$ cat config.mk
export PLATFORM = sky130hd
export DESIGN_NAME = tx_src_sel
export DESIGN_NICKNAME = d
export VERILOG_FILES = /design/src/rtl/txs_pkg.sv /design/src/rtl/txs_capture.sv /design/src/rtl/txs_lfsr.sv /design/src/rtl/txs_encoder.sv /design/src/rtl/tx_src_sel.sv
export SDC_FILE = /design/constraint.sdc
export NUM_CORES = 1
export LEC_CHECK = 0
export ABC_AREA = 1
export CORE_ASPECT_RATIO = 2
export CORE_MARGIN = 3
export CORE_UTILIZATION = 50
export CTS_CLUSTER_SIZE = 10
export DETAILED_ROUTE_END_ITERATION = 8
export PLACE_DENSITY_LB_ADDON = 0.3
export SYNTH_ARGS = -nofsm -noshare
export SYNTH_HDL_FRONTEND = slang
export SYNTH_HIERARCHICAL = 1
export SYNTH_SLANG_ARGS = --single-unit
export TNS_END_PERCENT = 20
$ cat constraint.sdc
create_clock -name clk -period 4.4 [get_ports clk]
set_input_delay 0.88 -clock clk [delete_from_list [all_inputs] [get_ports clk]]
set_output_delay 0.88 -clock clk [all_outputs]
set_load 0.02 [all_outputs]
$ cat src/rtl/txs_pkg.sv
package txs_pkg;

    typedef enum logic [1:0] {
        SRC_USER = 2'b00,
        SRC_PRBS = 2'b01,
        SRC_ALT  = 2'b10,
        SRC_ONES = 2'b11
    } src_e;

    // Rail pair {pos, neg}
    typedef logic [1:0] sym_t;

    localparam sym_t SYM_ZERO = 2'b00;
    localparam sym_t SYM_POS  = 2'b10;
    localparam sym_t SYM_NEG  = 2'b01;

    function automatic sym_t pulse(input logic positive);
        return positive ? SYM_POS : SYM_NEG;
    endfunction

endpackage

$ cat src/rtl/txs_capture.sv
module txs_capture (
    input  logic clk,
    input  logic rst_n,
    input  logic edge_sel,
    input  logic d_pos,
    input  logic d_neg,
    output logic s_pos,
    output logic s_neg
);
    logic [1:0] fall_q;

    always_ff @(negedge clk or negedge rst_n) begin
        if (!rst_n) fall_q <= 2'b00;
        else        fall_q <= {d_pos, d_neg};
    end

    always_comb begin
        {s_pos, s_neg} = edge_sel ? {d_pos, d_neg} : fall_q;
    end
endmodule

$ cat src/rtl/txs_lfsr.sv
module txs_lfsr #(
    parameter int unsigned WIDTH = 15,
    parameter int unsigned TAP   = 13,
    parameter int unsigned ZMAX  = 0
) (
    input  logic clk,
    input  logic rst_n,
    output logic bit_o
);
    logic [WIDTH-1:0] reg_d, reg_q;

    always_comb begin
        reg_d = {reg_q[WIDTH-2:0], reg_q[WIDTH-1] ^ reg_q[TAP]};
    end

    always_ff @(posedge clk or negedge rst_n) begin
        if (!rst_n) reg_q <= '1;
        else        reg_q <= reg_d;
    end

    generate
        if (ZMAX > 0) begin : g_zlimit
            localparam int unsigned ZW = $clog2(ZMAX + 1);
            logic [ZW-1:0] zc_d, zc_q;

            always_comb begin
                bit_o = reg_q[WIDTH-1] | (zc_q == ZW'(ZMAX));
                zc_d  = bit_o ? '0 : zc_q + 1'b1;
            end

            always_ff @(posedge clk or negedge rst_n) begin
                if (!rst_n) zc_q <= '0;
                else        zc_q <= zc_d;
            end
        end else begin : g_plain
            always_comb bit_o = reg_q[WIDTH-1];
        end
    endgenerate
endmodule

$ cat src/rtl/txs_encoder.sv
module txs_encoder
    import txs_pkg::*;
#(
    parameter int unsigned DEPTH = 8
) (
    input  logic clk,
    input  logic rst_n,
    input  logic t1_mode,
    input  logic zs_en,
    input  logic bypass,
    input  logic bit_in,
    input  sym_t rail_in,
    output sym_t sym_o
);
    localparam logic [2:0] HDB_RUN = 3'd3;
    localparam logic [2:0] B8_RUN  = 3'd7;

    typedef struct packed {
        sym_t [DEPTH-1:0] line;
        logic [2:0]       zrun;
        logic             lpol;
        logic             par;
    } enc_t;

    enc_t d, q;

    always_comb begin
        d = q;
        for (int i = DEPTH - 1; i > 0; i--) begin
            d.line[i] = q.line[i-1];
        end
        d.line[0] = SYM_ZERO;
        if (bypass) begin
            d.line[0] = rail_in;
            d.zrun    = 3'd0;
        end else if (bit_in) begin
            d.line[0] = pulse(~q.lpol);
            d.lpol    = ~q.lpol;
            d.par     = ~q.par;
            d.zrun    = 3'd0;
        end else if (!zs_en) begin
            d.zrun    = 3'd0;
        end else if (!t1_mode && q.zrun >= HDB_RUN) begin
            if (q.par) begin
                d.line[0] = pulse(q.lpol);
            end else begin
                d.line[3] = pulse(~q.lpol);
                d.line[0] = pulse(~q.lpol);
                d.lpol    = ~q.lpol;
            end
            d.par  = 1'b0;
            d.zrun = 3'd0;
        end else if (t1_mode && q.zrun >= B8_RUN) begin
            d.line[4] = pulse(q.lpol);
            d.line[3] = pulse(~q.lpol);
            d.line[1] = pulse(~q.lpol);
            d.line[0] = pulse(q.lpol);
            d.zrun    = 3'd0;
        end else begin
            d.zrun = (q.zrun == B8_RUN) ? q.zrun : q.zrun + 3'd1;
        end
    end

    always_ff @(posedge clk or negedge rst_n) begin
        if (!rst_n) q <= '0;
        else        q <= d;
    end

    assign sym_o = q.line[DEPTH-1];
endmodule

$ cat src/rtl/tx_src_sel.sv
module tx_src_sel
    import txs_pkg::*;
#(
    parameter int unsigned E1_LEN     = 15,
    parameter int unsigned E1_TAP     = 13,
    parameter int unsigned T1_LEN     = 20,
    parameter int unsigned T1_TAP     = 16,
    parameter int unsigned T1_ZMAX    = 14,
    parameter int unsigned LINE_DEPTH = 8
) (
    input  logic       clk,
    input  logic       rst_n,
    input  logic       t1_mode,
    input  logic [1:0] src_sel,
    input  logic       edge_sel,
    input  logic       nrz_mode,
    input  logic       zs_dis,
    input  logic       pwr_dn,
    input  logic       usr_pos,
    input  logic       usr_neg,
    output logic       line_pos,
    output logic       line_neg,
    output logic       line_en
);
    typedef struct packed {
        logic alt;
        sym_t rails;
        logic en;
    } top_t;

    top_t d, q;
    logic s_pos, s_neg, e1_bit, t1_bit, bypass, nrz_bit;
    sym_t enc_sym;
    src_e src;

    txs_capture u_cap (
        .clk(clk), .rst_n(rst_n), .edge_sel(edge_sel),
        .d_pos(usr_pos), .d_neg(usr_neg), .s_pos(s_pos), .s_neg(s_neg)
    );

    txs_lfsr #(.WIDTH(E1_LEN), .TAP(E1_TAP), .ZMAX(0)) u_e1_prbs (
        .clk(clk), .rst_n(rst_n), .bit_o(e1_bit)
    );

    txs_lfsr #(.WIDTH(T1_LEN), .TAP(T1_TAP), .ZMAX(T1_ZMAX)) u_t1_prbs (
        .clk(clk), .rst_n(rst_n), .bit_o(t1_bit)
    );

    always_comb begin
        src     = src_e'(src_sel);
        bypass  = (src == SRC_USER) && !nrz_mode;
        case (src)
            SRC_USER: nrz_bit = s_pos;
            SRC_PRBS: nrz_bit = t1_mode ? t1_bit : e1_bit;
            SRC_ALT:  nrz_bit = q.alt;
            SRC_ONES: nrz_bit = 1'b1;
            default:  nrz_bit = 1'b0;
        endcase
    end

    txs_encoder #(.DEPTH(LINE_DEPTH)) u_enc (
        .clk(clk), .rst_n(rst_n), .t1_mode(t1_mode), .zs_en(!zs_dis),
        .bypass(bypass), .bit_in(nrz_bit), .rail_in({s_pos, s_neg}),
        .sym_o(enc_sym)
    );

    always_comb begin
        d       = q;
        d.alt   = ~q.alt;
        d.en    = ~pwr_dn;
        d.rails = pwr_dn ? SYM_ZERO : enc_sym;
    end

    always_ff @(posedge clk or negedge rst_n) begin
        if (!rst_n) q <= '{alt: 1'b1, rails: SYM_ZERO, en: 1'b0};
        else        q <= d;
    end

    assign {line_pos, line_neg} = q.rails;
    assign line_en              = q.en;
endmodule

After elaboration in Yosys (flattened, before gate mapping)
Cells that the tools add are included.
{ "totals": {"reg_bits": 66, "inputBits": 11} }
{ "classes": {"n_addsub": 2, "n_eq_ne": 8, "n_lt_le_gt_ge": 2, "reduce_logical": 9, "bitwise": 8, "muxes": 30} }
{ "op_table": {"columns": ["operator", "count"], "rows": [
  ["$mux W4", 8],
  ["$mux W2", 13],
  ["$mux W5", 2],
  ["$mux W3", 3],
  ["$mux W7", 1],
  ["$ne A6 B4 Y1 const B", 1],
  ["$not A1 Y1", 5],
  ["$add A4 B1 Y4 const B", 1],
  ["$eq A2 B2 Y1 const B", 2],
  ["$eq A4 B4 Y1 const B", 1],
  ["$pmux W1 S4", 1],
  ["$reduce_and A4 Y1", 1],
  ["$add A3 B1 Y3 const B", 1],
  ["$eq A3 B3 Y1 const B", 1],
  ["$ge A3 B2 Y1 const B", 1],
  ["$ge A3 B3 Y1 const B", 1],
  ["$logic_and A1 B1 Y1", 3],
  ["$reduce_and A3 Y1", 1],
  ["$eq A2 B1 Y1 const B", 1],
  ["$logic_not A1 Y1", 2],
  ["$logic_not A2 Y1", 1],
  ["$mux W1", 2],
  ["$ne A2 B1 Y1 const B", 1],
  ["$ne A2 B2 Y1 const B", 1],
  ["other kinds (3)", 4]
]} }

Logic depth before layout (Yosys ltp)
Gate-level depths: netlist of the first run.
{ "logic_depth": {"depth_word": 8, "mapped_depth": 15, "depth_no_buf": 15} }

By module
The synthesis of the first run kept the hierarchy.
{ "by_module_without_submodules": {"columns": ["mod", "cells_per_inst", "area_each_um2", "instances"], "rows": [
  ["txs_encoder", 126, 1047.3, 1],
  ["txs_lfsr at u_t1_prbs", 40, 737.0, 1],
  ["txs_lfsr at u_e1_prbs", 20, 412.9, 1],
  ["tx_src_sel", 22, 173.9, 1],
  ["txs_capture", 9, 76.3, 1]
]} }

==> impl_metrics.yaml, run 1 <==
placed_design:
  placed_area_mm2: 0.00263
  io_buffer_count: 13
  hpwlAfterDp_um: 2690
  gp_congestion: 0.931
setup_path:
  required_ns: 4.62
  ff2ff_setup_slack_ns: 0.73
  crit_path_max_incr_delay_ns: 0.32
  rr_startpoint: "u_cap/fall_q[1]"
  startpoint_type: "flip-flop"
  path_cells: "nand2_1 > nand2_1 > nand2_1 > nand3_1 > inv_1 > nand2_2 > nor2_1 > nand2_1 > o211ai_1 > nand2_1"
  reg2reg_to: "u_enc/q[12]"
  critPathMaxFanout: 6
  worst_setup_path_end_kind: "flip-flop"
  crit_buf_inv: 1
  rr_worst_depth: 10
  cp.arrival_ns: 3.89
  crit_slowest_cell: "dfrtn_1"
  path_class: "reg2reg"
  path_delay_family: "simple AND/OR/NAND/NOR gates"
  crit_top_cell: "nand2_1"
clock_tree:
  holdBufCountCts: 0
  cts_root_buffer: "clkbuf_8"
  clkSinkCount: 66
  cts-resized-gates: 0
  cts_buffers: 9
  clock_path_buffers: 2
  clkTransAtPathRegs_ns: 0.07
  cts_setup_buffers: 0
  cts_tree: "yes"
  cts-htree-levels: 3
  insertion_delay_ns: 0.33
floorplanning:
  core_area_mm2: 0.00469
  die_x_um: 55.5
  ios: 14
  die_height_um: 105
  dieArea_mm2: 0.00582
  start_util_pct: 52.2
  num_rows: 35
sta:
  rsz0062_at_grt: "false"
  final.setup.tns_ns: 0
  maxSlewViolCount: 0
  tightest_slew_ns: 0.754
  slew_headroom_pct: 49.4
  skew_ns: 0.00964
  setup_viol: 0
  hold_violations: 0
final_layout:
  insertedDiodeCount: 0
  regArea_mm2: 0.00170
  drive_gt1_share_pct: 28.2
  synthToLayoutAreaGrowth_pct: 15.7
  postLayoutCellArea_mm2: 0.00283
  final_util_pct: 60.4
  layout.nets: 256
  fill_cells: 381
  multi_input_area_um2: 614
routing:
  wirelength_met1_um: 1630
  dr.first_iter.drc_count: 26
  vias: 1459
  wl_met3_um: 134
  routedWlPerCell_um: 13.0
  wl_met2_um: 2060
  drt-total-wl_um: 3910
  viasPerCell: 4.86
  drcViolationCount: 0
  dr.pass1.iters: 4
  dr.max_layer_used: "met4"
  ant_nets: 0
logic_synthesis:
  postSynthAreaPerCell_um2: 11.3
  yosysUniqueCellTypes: 27
  synth.yosys.seq_area_share_pct: 69.3
  yosys_register_bits: 66
  syn_area_mm2: 0.00245
  ys.warnings.count: 6
  synthCells: 217
  synth_nets: 233
run_status:
  status: "finished, final reports clean"
grt:
  grt_usage_pct: 16.1
  grt_pass1_wl_um: 7010
  antenna_found_initial: 0
  grt-ovfl-total: 0
  grt_max_degree: 65
  grt_pass1_vias: 1568
power:
  power.density_mw_per_mm2: 467
  power_leakage_nw: 1.34
  swShare_pct: 26.0
  p_sw_w: 0.000343
  power.share.clock_pct: 36.6
  p_seq_share_pct: 53.2
  internal_power_w: 0.000979
  power_frac_comb_pct: 10.2
  max-vdd-ir-drop_uv: 312
run:
  maxCapViolCount: 0
worst_hold_path:
  min_path_type: "reg2reg"
  worstHoldStart: "u_enc/d[15]"
  hold_end: "u_enc/d[17]"
  hold_depth: 0
## registers in the layout, indices dropped and copies added (netlist names)
| register | cells |
|---|---|
| u_enc/sym_o | 2 |
| line_pos | 1 |
| u_t1_prbs/g_zlimit.zc_q | 4 |
| line_en | 1 |
| u_cap/fall_q | 2 |
| q | 1 |
| u_enc/d | 8 |
| u_enc/q | 11 |
| line_neg | 1 |
| u_t1_prbs/reg_q | 20 |
| u_e1_prbs/reg_q | 15 |
## kinds of logic (layout without fill, tap and decap cells)
group / after synthesis / in the layout / synth area share [%]
adder cells (fa/ha/maj): 5 / 5 / 2.56
buffers and inverters: 34 / 62 / 5.57
AND/OR/NAND/NOR: 94 / 94 / 17.7
flip-flops: 66 / 66 / 69.3
AO/OA/AOI/OAI: 16 / 16 / 4.09
XOR/XNOR: 2 / 2 / 0.716
## power by group through the flow
stage	registers [W]	clock network, W	logic [W]
after floorplan	0.000707	0	0.0000912
after global placement	0.000713	0	0.000133
after detailed placement	0.000714	0	0.000136
after CTS	0.000705	0.000501	0.000136
after global routing	0.000713	0.000533	0.000157
final	0.000704	0.000484	0.000135
## layer usage
| layer | global-route usage (%) | up-vias |
|---|---|---|
| met1 | 18.9 | 704 |
| met4 | 8.17 | 0 |
| met3 | 6.06 | 10 |
| met5 | 0 | - |
| met2 | 25.3 | 27 |
| li1 | - | 718 |
## cell usage after synthesis, drive strengths merged
cell,instances,area share (%)
nor4,1,0.51
nor3,1,0.20
nand4,3,0.77
inv,31,4.8
dfrtp,28,29
xor2,1,0.36
clkinv,1,0.20
buf,2,0.61
xnor2,1,0.36
nand2,55,9.5
o21ai,7,1.6
nor2,19,3.3
ha,5,2.6
a21oi,7,1.4
o211ai,1,0.31
dfrtn,2,2.0
dfstp,36,39
nand3,15,3.5
o21bai,1,0.77
## area by class of cell
type | instances | share of cell area, %
multi-input combinational | 117 | 21.7
clock inverter | 4 | 1.10
tap | 55 | 2.43
clock buffer | 12 | 5.88
inverter | 32 | 4.29
timing repair buffer | 14 | 4.68
sequential | 66 | 59.9
## worst max path at each step
stage                    start              end  slack (ns)  cells after the start
3_5_place_dp           usr_neg  u_cap/fall_q[0]        0.71                      1
6_report       u_cap/fall_q[1]      u_enc/q[12]        0.73                     10
4_1_cts        u_cap/fall_q[1]      u_enc/d[16]        0.73                     10
2_1_floorplan  u_cap/fall_q[1]      u_enc/d[16]        0.90                     10
3_3_place_gp           usr_pos  u_cap/fall_q[1]        0.74                      1
5_1_grt        u_cap/fall_q[1]      u_enc/q[12]        0.54                     10
## per-stage QoR
step	hold WS [ns]	setup WS, ns	power (W)	instances
finish	0.350	0.730	0.00132	300
floorplan	0.331	0.898	0.000798	217
global route	0.356	0.538	0.00140	300
global placement	0.333	0.735	0.000846	284
CTS	0.353	0.728	0.00134	300
detailed placement	0.336	0.710	0.000850	284
## cell usage in the layout, fill, tap and decap left out, types with 2 or more instances in the layout
| master | Yosys | final |
|---|---|---|
| a21oi_1 | 7 | 7 |
| clkbuf_8 | 0 | 10 |
| clkdlybuf4s50_1 | 0 | 12 |
| dfrtn_1 | 2 | 2 |
| dfrtp_1 | 28 | 28 |
| dfstp_2 | 36 | 36 |
| ha_1 | 5 | 5 |
| inv_1 | 29 | 29 |
| inv_2 | 2 | 2 |
| nand2_1 | 49 | 49 |
| nand2_2 | 4 | 4 |
| nand2_4 | 2 | 2 |
| nand3_1 | 13 | 13 |
| nand3_2 | 2 | 2 |
| nand4_1 | 3 | 3 |
| nor2_1 | 17 | 17 |
| o21ai_0 | 2 | 2 |
| o21ai_1 | 4 | 4 |
(Power assumes the default switching activity.)
==> inputs of run 2 (changes only) <==
- clock period: 4.4 -> 3.47 ns (I/O delays scaled with it)
==> impl_metrics.yaml, run 2 (synthesized netlist as in run 1, its figures left out) <==
final_layout:
  layout.nets: 257
  multi_input_area_um2: 614
  reg_top3: "u_t1_prbs/reg_q: 20 flops, u_e1_prbs/reg_q: 15 flops, u_enc/q: 11 flops"
  insertedDiodeCount: 0
  regArea_mm2: 0.00170
  largest_reg_flops: 20
  top_register: "u_t1_prbs/reg_q"
  layout_common_cells: "49 x nand2_1, 36 x dfstp_2, 29 x inv_1"
  fill_cells: 360
  final_common_cell: "nand2_1"
  synthToLayoutAreaGrowth_pct: 15.4
  drive_gt1_share_pct: 28.2
clock_tree:
  cts_buffers: 9
  cts_root_buffer: "clkbuf_8"
  clock_path_buffers: 2
  cts_tree: "yes"
  holdBufCountCts: 0
  clkSinkCount: 66
  cts-htree-levels: 3
  cts_setup_buffers: 0
  insertion_delay_ns: 0.33
  cts-resized-gates: 0
  clkTransAtPathRegs_ns: 0.06
floorplanning:
  ios: 14
  dieArea_mm2: 0.00582
  num_rows: 35
  die_height_um: 105
  die_x_um: 55.5
  core_area_mm2: 0.00469
  start_util_pct: 52.2
setup_path:
  ff2ff_setup_slack_ns: 0.29
  critPathMaxFanout: 6
  path_class: "reg2reg"
  required_ns: 3.68
  reg2reg_to: "u_enc/q[12]"
  rr_startpoint: "u_cap/fall_q[1]"
  cp.arrival_ns: 3.39
  crit_start: "u_cap/fall_q[1]"
  worst_setup_path_end_kind: "flip-flop"
  critPathCapture: "u_enc/q[12]"
  rr_worst_depth: 10
  startpoint_type: "flip-flop"
sta:
  hold_violations: 0
  setup_viol: 0
  final.setup.tns_ns: 0
  rsz0062_at_grt: "false"
  tightest_slew_ns: 0.704
  slew_headroom_pct: 53.1
  skew_ns: 0.00975
  maxSlewViolCount: 0
placed_design:
  hpwlAfterDp_um: 2620
  io_buffer_count: 13
  gp_congestion: 0.884
worst_hold_path:
  min_path_type: "in2async"
power:
  power_w: 0.00167
  power_leakage_nw: 1.34
  power.density_mw_per_mm2: 589
  max-vdd-ir-drop_uv: 341
grt:
  grt_usage_pct: 16.2
  antenna_found_initial: 0
  grt-ovfl-total: 0
  grt_pass1_wl_um: 7020
  grt_pass1_vias: 1598
  grt_max_degree: 62
run:
  maxCapViolCount: 0
routing:
  dr.pass1.iters: 4
  ant_nets: 0
  dr.first_iter.drc_count: 37
  dr.max_layer_used: "met4"
  drcViolationCount: 0
  vias: 1484
  viasPerCell: 4.95
  wirelength_met1_um: 1640
  wl_met3_um: 118
  wl_met2_um: 2030
  routedWlPerCell_um: 13.1
  drt-total-wl_um: 3940
run_status:
  status: "finished, final reports clean"
## run 2: critical path, cell delays in order, from the launching register on
cell	delay [ns]
dfrtn_1	0.32
nand2_1	0.06
nand2_1	0.06
nand2_1	0.06
nand3_1	0.18
inv_1	0.19
nand2_2	0.08
nor2_1	0.14
nand2_1	0.08
o211ai_1	0.09
nand2_1	0.08
## run 2: through the flow
step / std cells / worst slack (ns) / hold slack [ns] / cell area (um2) / util, %
floorplan: 217 / 0.433 / 0.331 / 2450 / -
global placement: 285 / 0.334 / 0.336 / 2640 / 56.4
detailed placement: 285 / 0.301 / 0.335 / 2640 / 56.4
CTS: 300 / 0.305 / 0.173 / 2830 / 60.3
global route: 300 / 0.0912 / 0.171 / 2830 / 60.3
finish: 300 / 0.292 / 0.186 / 2830 / 60.3
## run 2: worst min path at each step
stage	from	to	depth (start not counted)
floorplan	u_enc/d[15]	u_enc/d[17]	0
global placement	u_enc/d[18]	u_enc/d[20]	0
detailed placement	u_enc/d[16]	u_enc/d[18]	0
CTS	rst_n	u_enc/q[0]	1
global route	rst_n	u_enc/q[1]	1
finish	rst_n	u_enc/q[0]	1
## run 2: routing by layer
metal / vias to the layer above / track usage [%]
met3: 12 / 4.82
li1: 721 / -
met5: - / 0
met1: 715 / 18.5
met4: 0 / 11.8
met2: 36 / 25.2
## run 2: report_power, final
part           internal (W)  switching [W]
Sequential         0.000849      0.0000424
Clock              0.000326       0.000273
Combinational     0.0000665       0.000107
Total               0.00124       0.000423
## run 2: final cells by class
| class | count | area share [%] |
|---|---|---|
| clock buffers | 10 | 4.52 |
| clock inverters | 5 | 1.99 |
| inverters | 32 | 4.30 |
| multi-input cells | 117 | 21.7 |
| flip-flops and latches | 66 | 60.1 |
| well taps | 55 | 2.44 |
| repair buffers | 15 | 4.96 |
